`src/rtl/adbus_pkg.sv`:
```
package adbus_pkg;

    typedef struct packed {
        logic ale;
        logic ce_n;
        logic fetch_n;
        logic rd_n;
        logic wr_n;
    } strobes_t;

    typedef enum logic [2:0] {
        ACC_IDLE,
        ACC_FETCH,
        ACC_DREAD,
        ACC_WRITE,
        ACC_BAD
    } access_e;

    // Exactly one low strobe is a legal access; none low is idle.
    function automatic access_e classify(input logic f_n, input logic r_n, input logic w_n);
        case ({f_n, r_n, w_n})
            3'b111:  return ACC_IDLE;
            3'b011:  return ACC_FETCH;
            3'b101:  return ACC_DREAD;
            3'b110:  return ACC_WRITE;
            default: return ACC_BAD;
        endcase
    endfunction

endpackage

```
`src/rtl/adbus_sync.sv`:
```
module adbus_sync #(
    parameter int W = 8,
    parameter int STAGES = 2,
    parameter logic [W-1:0] RST_VAL = '0
) (
    input  logic         clk,
    input  logic         rst,
    input  logic [W-1:0] d,
    output logic [W-1:0] q
);
    logic [STAGES-1:0][W-1:0] pipe;

    always_ff @(posedge clk) begin
        if (rst) begin
            for (int i = 0; i < STAGES; i++) pipe[i] <= RST_VAL;
        end else begin
            pipe[0] <= d;
            for (int i = 1; i < STAGES; i++) pipe[i] <= pipe[i-1];
        end
    end

    assign q = pipe[STAGES-1];
endmodule

```
`src/rtl/adbus_addr_latch.sv`:
```
module adbus_addr_latch #(
    parameter int DATA_W = 8,
    parameter int AHI_W = 5,
    localparam int ADDR_W = DATA_W + AHI_W
) (
    input  logic              clk,
    input  logic              rst,
    input  logic              ale_s,
    input  logic              ce_n_s,
    input  logic [DATA_W-1:0] ad_s,
    input  logic [AHI_W-1:0]  ahi_s,
    output logic [ADDR_W-1:0] addr,
    output logic              sel
);
    logic ale_q;
    logic ale_fall;

    assign ale_fall = ale_q & ~ale_s;

    always_ff @(posedge clk) begin
        if (rst) begin
            ale_q <= 1'b0;
            addr  <= '0;
            sel   <= 1'b0;
        end else begin
            ale_q <= ale_s;
            if (ale_fall) begin
                addr <= {ahi_s, ad_s};
                sel  <= ~ce_n_s;
            end
        end
    end

    AST_ADDR_HOLD: assert property (@(posedge clk) disable iff (rst)
        !$past(ale_fall) |-> $stable(addr)) else $error("address moved without latch");
    AST_SEL_HOLD: assert property (@(posedge clk) disable iff (rst)
        !$past(ale_fall) |-> $stable(sel)) else $error("select moved without latch");
endmodule

```
`src/rtl/adbus_read_path.sv`:
```
module adbus_read_path
    import adbus_pkg::*;
#(
    parameter int DATA_W = 8
) (
    input  logic              clk,
    input  logic              rst,
    input  strobes_t          s,
    input  logic              sel,
    input  logic [DATA_W-1:0] mem_rdata,
    output access_e           acc,
    output logic [DATA_W-1:0] ad_out,
    output logic              ad_oe,
    output logic              standby
);
    logic read_ok;

    assign acc     = classify(s.fetch_n, s.rd_n, s.wr_n);
    assign read_ok = sel & ~s.ale & ~s.ce_n & ((acc == ACC_FETCH) | (acc == ACC_DREAD));
    assign standby = s.ce_n & ~s.ale;

    always_ff @(posedge clk) begin
        if (rst) begin
            ad_oe  <= 1'b0;
            ad_out <= '0;
        end else begin
            ad_oe <= read_ok;
            if (read_ok) ad_out <= mem_rdata;
        end
    end

    AST_ALE_RELEASE: assert property (@(posedge clk) disable iff (rst)
        s.ale |=> !ad_oe) else $error("bus driven during address phase");
    AST_STANDBY_QUIET: assert property (@(posedge clk) disable iff (rst)
        standby |=> !ad_oe) else $error("bus driven in standby");
    AST_UNSEL_QUIET: assert property (@(posedge clk) disable iff (rst)
        !sel |=> !ad_oe) else $error("bus driven while deselected");
    AST_BAD_NO_READ: assert property (@(posedge clk) disable iff (rst)
        ($countones({~s.fetch_n, ~s.rd_n, ~s.wr_n}) > 1) |=> !ad_oe) else $error("read on illegal strobes");
endmodule

```
`src/rtl/adbus_write_gen.sv`:
```
module adbus_write_gen
    import adbus_pkg::*;
#(
    parameter int DATA_W = 8,
    parameter int ADDR_W = 13
) (
    input  logic              clk,
    input  logic              rst,
    input  access_e           acc,
    input  logic              sel,
    input  logic              ale_s,
    input  logic              ce_n_s,
    input  logic              wr_n_s,
    input  logic [DATA_W-1:0] ad_s,
    input  logic [ADDR_W-1:0] addr,
    output logic              wr_pulse,
    output logic [ADDR_W-1:0] wr_addr,
    output logic [DATA_W-1:0] wr_data
);
    logic wr_q;
    logic armed;
    logic wr_rise;

    assign wr_rise = wr_n_s & ~wr_q;

    always_ff @(posedge clk) begin
        if (rst) begin
            wr_q     <= 1'b1;
            armed    <= 1'b0;
            wr_pulse <= 1'b0;
            wr_addr  <= '0;
            wr_data  <= '0;
        end else begin
            wr_q     <= wr_n_s;
            wr_pulse <= 1'b0;
            if (acc == ACC_WRITE && sel && !ale_s && !ce_n_s)
                armed <= 1'b1;
            else if (acc == ACC_BAD)
                armed <= 1'b0;
            if (armed && wr_rise) begin
                wr_pulse <= 1'b1;
                wr_addr  <= addr;
                wr_data  <= ad_s;
                armed    <= 1'b0;
            end
        end
    end

    AST_PULSE_SINGLE: assert property (@(posedge clk) disable iff (rst)
        wr_pulse |=> !wr_pulse) else $error("write pulse longer than one cycle");
    AST_PULSE_ON_RISE: assert property (@(posedge clk) disable iff (rst)
        wr_pulse |-> $past(wr_n_s)) else $error("write pulse without strobe release");
    AST_PULSE_SELECTED: assert property (@(posedge clk) disable iff (rst)
        wr_pulse |-> $past(sel)) else $error("write pulse while deselected");
endmodule

```
`src/rtl/adbus_front.sv`:
```
module adbus_front
    import adbus_pkg::*;
#(
    parameter int DATA_W = 8,
    parameter int AHI_W = 5,
    parameter int SYNC_STAGES = 2,
    localparam int ADDR_W = DATA_W + AHI_W
) (
    input  logic              clk,
    input  logic              rst,
    input  logic              ale,
    input  logic              ce_n,
    input  logic              fetch_n,
    input  logic              rd_n,
    input  logic              wr_n,
    input  logic [DATA_W-1:0] ad_in,
    output logic [DATA_W-1:0] ad_out,
    output logic              ad_oe,
    input  logic [AHI_W-1:0]  a_hi,
    output logic [ADDR_W-1:0] mem_addr,
    input  logic [DATA_W-1:0] mem_rdata,
    output logic              wr_pulse,
    output logic [ADDR_W-1:0] wr_addr,
    output logic [DATA_W-1:0] wr_data,
    output logic              standby
);
    localparam int SW = 5 + AHI_W + DATA_W;
    localparam logic [SW-1:0] SYNC_RST = {1'b0, 4'b1111, {AHI_W{1'b0}}, {DATA_W{1'b0}}};

    logic [SW-1:0]     sync_q;
    strobes_t          strb;
    logic [AHI_W-1:0]  ahi_s;
    logic [DATA_W-1:0] ad_s;
    logic              sel;
    access_e           acc;

    adbus_sync #(.W(SW), .STAGES(SYNC_STAGES), .RST_VAL(SYNC_RST)) u_sync (
        .clk (clk),
        .rst (rst),
        .d   ({ale, ce_n, fetch_n, rd_n, wr_n, a_hi, ad_in}),
        .q   (sync_q)
    );

    assign {strb, ahi_s, ad_s} = sync_q;

    adbus_addr_latch #(.DATA_W(DATA_W), .AHI_W(AHI_W)) u_latch (
        .clk    (clk),
        .rst    (rst),
        .ale_s  (strb.ale),
        .ce_n_s (strb.ce_n),
        .ad_s   (ad_s),
        .ahi_s  (ahi_s),
        .addr   (mem_addr),
        .sel    (sel)
    );

    adbus_read_path #(.DATA_W(DATA_W)) u_read (
        .clk       (clk),
        .rst       (rst),
        .s         (strb),
        .sel       (sel),
        .mem_rdata (mem_rdata),
        .acc       (acc),
        .ad_out    (ad_out),
        .ad_oe     (ad_oe),
        .standby   (standby)
    );

    adbus_write_gen #(.DATA_W(DATA_W), .ADDR_W(ADDR_W)) u_write (
        .clk      (clk),
        .rst      (rst),
        .acc      (acc),
        .sel      (sel),
        .ale_s    (strb.ale),
        .ce_n_s   (strb.ce_n),
        .wr_n_s   (strb.wr_n),
        .ad_s     (ad_s),
        .addr     (mem_addr),
        .wr_pulse (wr_pulse),
        .wr_addr  (wr_addr),
        .wr_data  (wr_data)
    );
endmodule

```
`config.mk`:
```
export PLATFORM = sky130hd
export DESIGN_NAME = adbus_front
export DESIGN_NICKNAME = d
export VERILOG_FILES = /design/src/rtl/adbus_pkg.sv /design/src/rtl/adbus_sync.sv /design/src/rtl/adbus_addr_latch.sv /design/src/rtl/adbus_read_path.sv /design/src/rtl/adbus_write_gen.sv /design/src/rtl/adbus_front.sv
export SDC_FILE = /design/constraint.sdc
export NUM_CORES = 1
export LEC_CHECK = 0
export ABC_AREA = 1
export BUFFER_PORTS_ARGS = -buffer_cell sky130_fd_sc_hd__buf_2
export CORE_MARGIN = 10
export CORE_UTILIZATION = 48
export DETAILED_ROUTE_END_ITERATION = 12
export PLACE_DENSITY = 0.75
export SLEW_MARGIN = 20
export SYNTH_ARGS = -nofsm -noshare
export SYNTH_HDL_FRONTEND = slang
export SYNTH_HIERARCHICAL = 1
export SYNTH_SLANG_ARGS = --single-unit
export TNS_END_PERCENT = 50
```
`constraint.sdc`:
```
create_clock -name clk -period 1 [get_ports clk]
set_input_delay 0.2 -clock clk [delete_from_list [all_inputs] [get_ports clk]]
set_output_delay 0.2 -clock clk [all_outputs]
set_load 0.05 [all_outputs]
```
# Yosys cells after proc, flatten, opt, wreduce, memory -nomap -nowiden

Index checks and enable logic that the tools add are counted.

Add/sub/neg operators: 0
$mul: 0
Div/mod/pow operators: 0
Order comparisons: 0
Equal/unequal tests: 8
Shift operators: 0
Mux-type cells: 4
Bitwise operators: 10
Reduce and logical (&&, ||, !) cells: 8

Operators by type and width:

| operator           | count |
|---|---|
| $eq 3x3->1 const B | 4 |
| $pmux 3 s4         | 1 |
| $eq 3x2->1 const B | 3 |
| $and 1x1->1        | 6 |
| $logic_and 1x1->1  | 4 |
| $eq 3x1->1 const B | 1 |
| $mux 1             | 3 |
| $not 1->1          | 3 |
| $logic_not 1->1    | 2 |
| $reduce_bool 2->1  | 1 |
| $reduce_or 2->1    | 1 |
| $or 1x1->1         | 1 |

Register bits after elaboration: 84
Latch bits: 0
Memory bits (writable): 0
Memory bits (read-only): 0
Bits of input ports: 28
Output and inout port bits: 45
Word-level logic and storage cells: 42
Memories kept: 0

# Longest topological paths before layout

Depth after elaboration: 7
Gate-level depth with buffers: 9
Gate-level depth less buffers: 8

# Modules after synthesis

Netlist, hierarchy kept.

By module, submodules not included:

| module           | times used | cells each | area an instance (µm²) | sequential area each (µm²) |
|---|---|---|---|---|
| adbus_sync       | 1          | 130        | 1157.4                 | 720.7 |
| adbus_write_gen  | 1          | 108        | 897.1                  | 480.5 |
| adbus_addr_latch | 1          | 93         | 628.1                  | 300.3 |
| adbus_read_path  | 1          | 69         | 494.2                  | 180.2 |

# Worst setup path after synthesis

OpenSTA, ideal clock, no wires.

Kind: register -> output
Start: register u_sync.pipe, in the netlist u_sync/q[16]
End: output port standby
Data arrival time: 1.089 ns
Data required time: 0.800 ns
Setup slack: -0.289 ns
Cell stages (with the launch flop): 4
Buffers on the path: 1
Path through: dfxtp_1 -> buf_4 -> inv_1 -> nor2_1

Cells in the longest elaborated chain, start to end: 1

Ends and longest elaborated chain:

| what               | RTL line              | text |
|---|---|---|
| start: declaration | adbus_sync.sv:11      | `logic [STAGES-1:0][W-1:0] pipe;` |
| $and 1x1->1        | adbus_read_path.sv:20 | `assign standby = s.ce_n & ~s.ale;` |
| end: declaration   | adbus_front.sv:25     | `output logic standby` |

No other way between the ends.

# Worst setup path in the final report

Start: register u_sync.pipe, in the netlist u_sync/q[13]
End: register u_write.wr_addr[1]

Cells in the longest elaborated chain, start to end: 2

Ends and longest elaborated chain:

| what                   | RTL line              | text |
|---|---|---|
| $and 1x1->1            | adbus_write_gen.sv:24 | `assign wr_rise = wr_n_s & ~wr_q;` |
| $logic_and 1x1->1      | adbus_write_gen.sv:40 | `if (armed && wr_rise) begin` |
| end signal: assignment | adbus_write_gen.sv:42 | `wr_addr <= addr;` |
| end: declaration       | adbus_write_gen.sv:17 | `output logic [ADDR_W-1:0] wr_addr,` |

No other way between the ends.
A chain may end at the register's enable or synchronous reset.

==> run summary <==
Clock buffer count from CTS: 9. CTS placed an instance of sky130_fd_sc_hd__clkbuf_8 at the clock tree root. The clock skew after layout was 0.00862 ns. The weighted congestion at the end of routability-driven global placement is 0.801, and the floorplan die width is 101 um.

The worst setup path is launched from a flip-flop. The via count was 2629. The buffer levels on the longest clock path came out at 2.

The worst hold slack across all endpoints was 0.0237 ns. The tools report the worst path arrival time as 1.47 ns. TritonCTS built the clock tree. For the number of buffers added to fix hold violations after cts, the log shows 0. Traced cell by cell, the critical path runs through buf_12, buf_12, nand3b_4, nor2_4, buf_12, nand2_1, nand2_1. The maximum level of the CTS H-tree is 3, and the number of vias per cell is 4.59. The checks that failed: setup timing.

For the pin with the worst max-slew slack, the measured transition is 0.479 ns. Cells with a size suffix above 1 make up 42.1% of the layout. The tools report the final setup violation count as 90. The number of buffer and inverter instances along the worst setup path came out at 3.

The final critical-path required period was 1.18 ns; the number of different library cells in the post-synthesis netlist was 21. The element type at the critical path end was a flip-flop. At the placement stage, the worst setup path has a slack of -0.250 ns.

The setup slack after layout came out at -0.176 ns. For this design the top-level I/O count stands at 73. Max-cap violations in this run came to 0.

Cells fill 70.7% of the core in the end. Global routing used 14.3% of the available tracks. The flow ran to the end, but the final reports show violations.

Count of state elements after synthesis: 84. Entering global routing, the biggest net connects 23 pins. Sequential elements use 52.9% of the synthesized area. The area of all placed cells without fillers is 4510 um2, and the signed area change from the synthesized netlist to the final layout is 42.1%. Counting every net in the synthesized netlist gives 428. For the remaining antenna violation count after routing, the log shows 0. In the final layout, the multi-input gates occupy 995 um2. CTS saw 84 sinks. For the area enclosed by the die boundary, the log shows 10300 um2.

Largest fanout on the critical path: 12. The source-to-sink clock delay at the later pin of the worst-skew pair was 0.36 ns. The cell that appears most often on the critical path is sky130_fd_sc_hd__buf_12. Summing all placed instances gives a cell area of 3520 um2.

The class of the tightest hold or removal check is in -> reg. Of the available clock period, the critical path in the final layout requires 118%. The total standard cell area after synthesis was 3180 um2. Counting the fill cells in the layout gives 447. Setup repair after global routing could not meet its margin everywhere. Counting every instance in the synthesized netlist gives 400. Once the floorplan was initialized, standard cells occupied 49.7% of the core. The number of max-slew violations in the final report was 0; the vertical extent of the die was 101 um. The run gives 6390 um2 as the core area. For the number of antenna violations at the first check in global routing, the log shows 0. The logs give 530 for the number of placed cells counting well taps and 0 for the antenna diode count.

The wire length after detailed routing was 7490 um. For the number of nets in the layout, the log shows 519. The logs give 0 for the final-report hold violation count and 1.10 mV for the maximum resistive drop on vdd.

The detailed-route DRC error count is 0. Total power consumption of the routed design: 6.44 mW. The run gives 573 as the count of non-filler cells in the finished layout. Cell with the largest stage delay on the worst path: sky130_fd_sc_hd__dfxtp_4. The run gives 2582 as the via count of the first global-routing pass.

Before antenna repair, the detailed router went through 4 iterations. The first global-routing pass estimated 11900 um of wire. The clock transition at the register clock pins on the worst setup and hold paths after CTS is 0.08 ns, and the fmax is 851 MHz. The analysis attributes to cell leakage a power of 2.24 nW. In this design, the stage delay of the slowest critical-path cell is 0.37 ns. After the first detailed-routing iteration, the DRC count stood at 99. The global-route congestion overflow total is 0. The kind of cell with the highest combined delay along the critical path is simple AND/OR/NAND/NOR gates. The run gives 1750 um2 as the combined flip-flop and latch cell area. The type of the setup path with the least slack was reg -> reg.

Data on the critical path is required at its endpoint by 1.30 ns. For this run, the number of Yosys warnings is 6. After legalization and detailed placement, the total HPWL measured 4570 um. Row generation in the floorplan step produced 29 rows.

A synthesized cell averages 7.94 um2. After detailed routing, the average wire length per cell comes to 13.1 um. In the final timing run, aggregate negative setup slack is -7.96 ns.

Input and output buffers added on the ports amount to 72. Dividing total power by cell area gives a power density of 1430 nW/um2. The run gives 68.1% as the worst slew margin relative to its limit.
[logic make-up (layout without fill, tap and decap cells)]
| kind of cell | Yosys count | count (layout) | synth area share [%] |
|---|---|---|---|
| DFF | 84 | 84 | 52.9 |
| and+or+nand+nor | 204 | 204 | 28.6 |
| buffers and inverters | 102 | 198 | 16.6 |
| AOI/OAI and AO/OA | 10 | 10 | 1.93 |
[placed cells by master (no fill, tap or decap), types with 6 or more instances in the layout]
| cell type | count |
|---|---|
| sky130_fd_sc_hd__nand2_2 | 11 |
| sky130_fd_sc_hd__nor2_1 | 69 |
| sky130_fd_sc_hd__nand3_1 | 42 |
| sky130_fd_sc_hd__buf_8 | 45 |
| sky130_fd_sc_hd__dfxtp_1 | 36 |
| sky130_fd_sc_hd__a21oi_1 | 6 |
| sky130_fd_sc_hd__nand2_1 | 70 |
| sky130_fd_sc_hd__buf_2 | 27 |
| sky130_fd_sc_hd__clkbuf_8 | 9 |
| sky130_fd_sc_hd__dfxtp_2 | 46 |
| sky130_fd_sc_hd__inv_1 | 63 |
| sky130_fd_sc_hd__buf_4 | 32 |
[report_power, final]
part           switching [mW]  internal, mW
logic                   0.310         0.235
clock network            1.23          1.18
registers              0.0490          3.43
[registers in the layout, summed over array words and instances, names as in the netlist]
signal	flops
u_latch/addr	13
u_latch/ale_q	1
u_latch/sel	1
u_read/ad_oe	1
u_read/ad_out	8
u_sync/pipe	18
u_sync/q	18
u_write/armed	1
u_write/wr_addr	13
u_write/wr_data	8
u_write/wr_pulse	1
u_write/wr_q	1
[tightest hold or removal path: cells and delay by family]
family        cells  cell delay, ns
simple gates      1            0.04
buf+inv           2            0.10
[path summary, 6_finish.rpt]
kind                   startpoint                  to  slack, ns  cells after the start
setup / recovery     u_sync/q[13]  u_write/wr_addr[1]      -0.18                      7
hold / removal               ce_n     u_sync/pipe[16]       0.02                      3
setup reg to reg     u_sync/q[13]  u_write/wr_addr[1]      -0.18                      7
hold reg to reg   u_sync/pipe[17]        u_sync/q[17]       0.40                      2
[Yosys cell counts]
cell type / n / area share (%)
sky130_fd_sc_hd__a21oi_1: 7 / 1.1
sky130_fd_sc_hd__a21oi_2: 3 / 0.83
sky130_fd_sc_hd__buf_1: 1 / 0.12
sky130_fd_sc_hd__buf_12: 1 / 0.63
sky130_fd_sc_hd__buf_2: 7 / 1.1
sky130_fd_sc_hd__buf_4: 18 / 4.3
sky130_fd_sc_hd__buf_6: 4 / 1.4
sky130_fd_sc_hd__buf_8: 1 / 0.47
sky130_fd_sc_hd__clkbuf_8: 1 / 0.43
sky130_fd_sc_hd__dfxtp_1: 84 / 53
sky130_fd_sc_hd__inv_1: 65 / 7.7
sky130_fd_sc_hd__inv_2: 4 / 0.47
sky130_fd_sc_hd__nand2_1: 71 / 8.4
sky130_fd_sc_hd__nand2_2: 10 / 2.0
sky130_fd_sc_hd__nand2_4: 1 / 0.35
sky130_fd_sc_hd__nand3_1: 44 / 6.9
sky130_fd_sc_hd__nand3_2: 2 / 0.63
sky130_fd_sc_hd__nand3b_4: 1 / 0.63
sky130_fd_sc_hd__nor2_1: 71 / 8.4
sky130_fd_sc_hd__nor2_4: 3 / 1.1
sky130_fd_sc_hd__or2_2: 1 / 0.20
[timing repair]
| item | CTS | global route |
|---|---|---|
| setup buffers | 21 | 5 |
| hold endpoints to repair | 0 | 0 |
| setup endpoints to repair | 77 | 90 |
| resized for setup | 187 | 11 |
| pin swaps | 4 | 19 |
| cloned | 0 | 1 |
[per-layer routing]
layer  track usage, %  routed length (um)
met5                0                   0
met4             8.68                 194
met3             2.93                 396
met2             23.6                3580
met1             16.7                3310
[cell type report]
class | count | area share (%)
sequential | 84 | 38.7
timing repair buffer | 113 | 26.8
clock inverter | 6 | 1.58
inverter | 69 | 5.91
multi-input combinational | 214 | 22.0
clock buffer | 10 | 2.83
tap | 77 | 2.13
No activity file was read; power rests on OpenSTA's default activity.
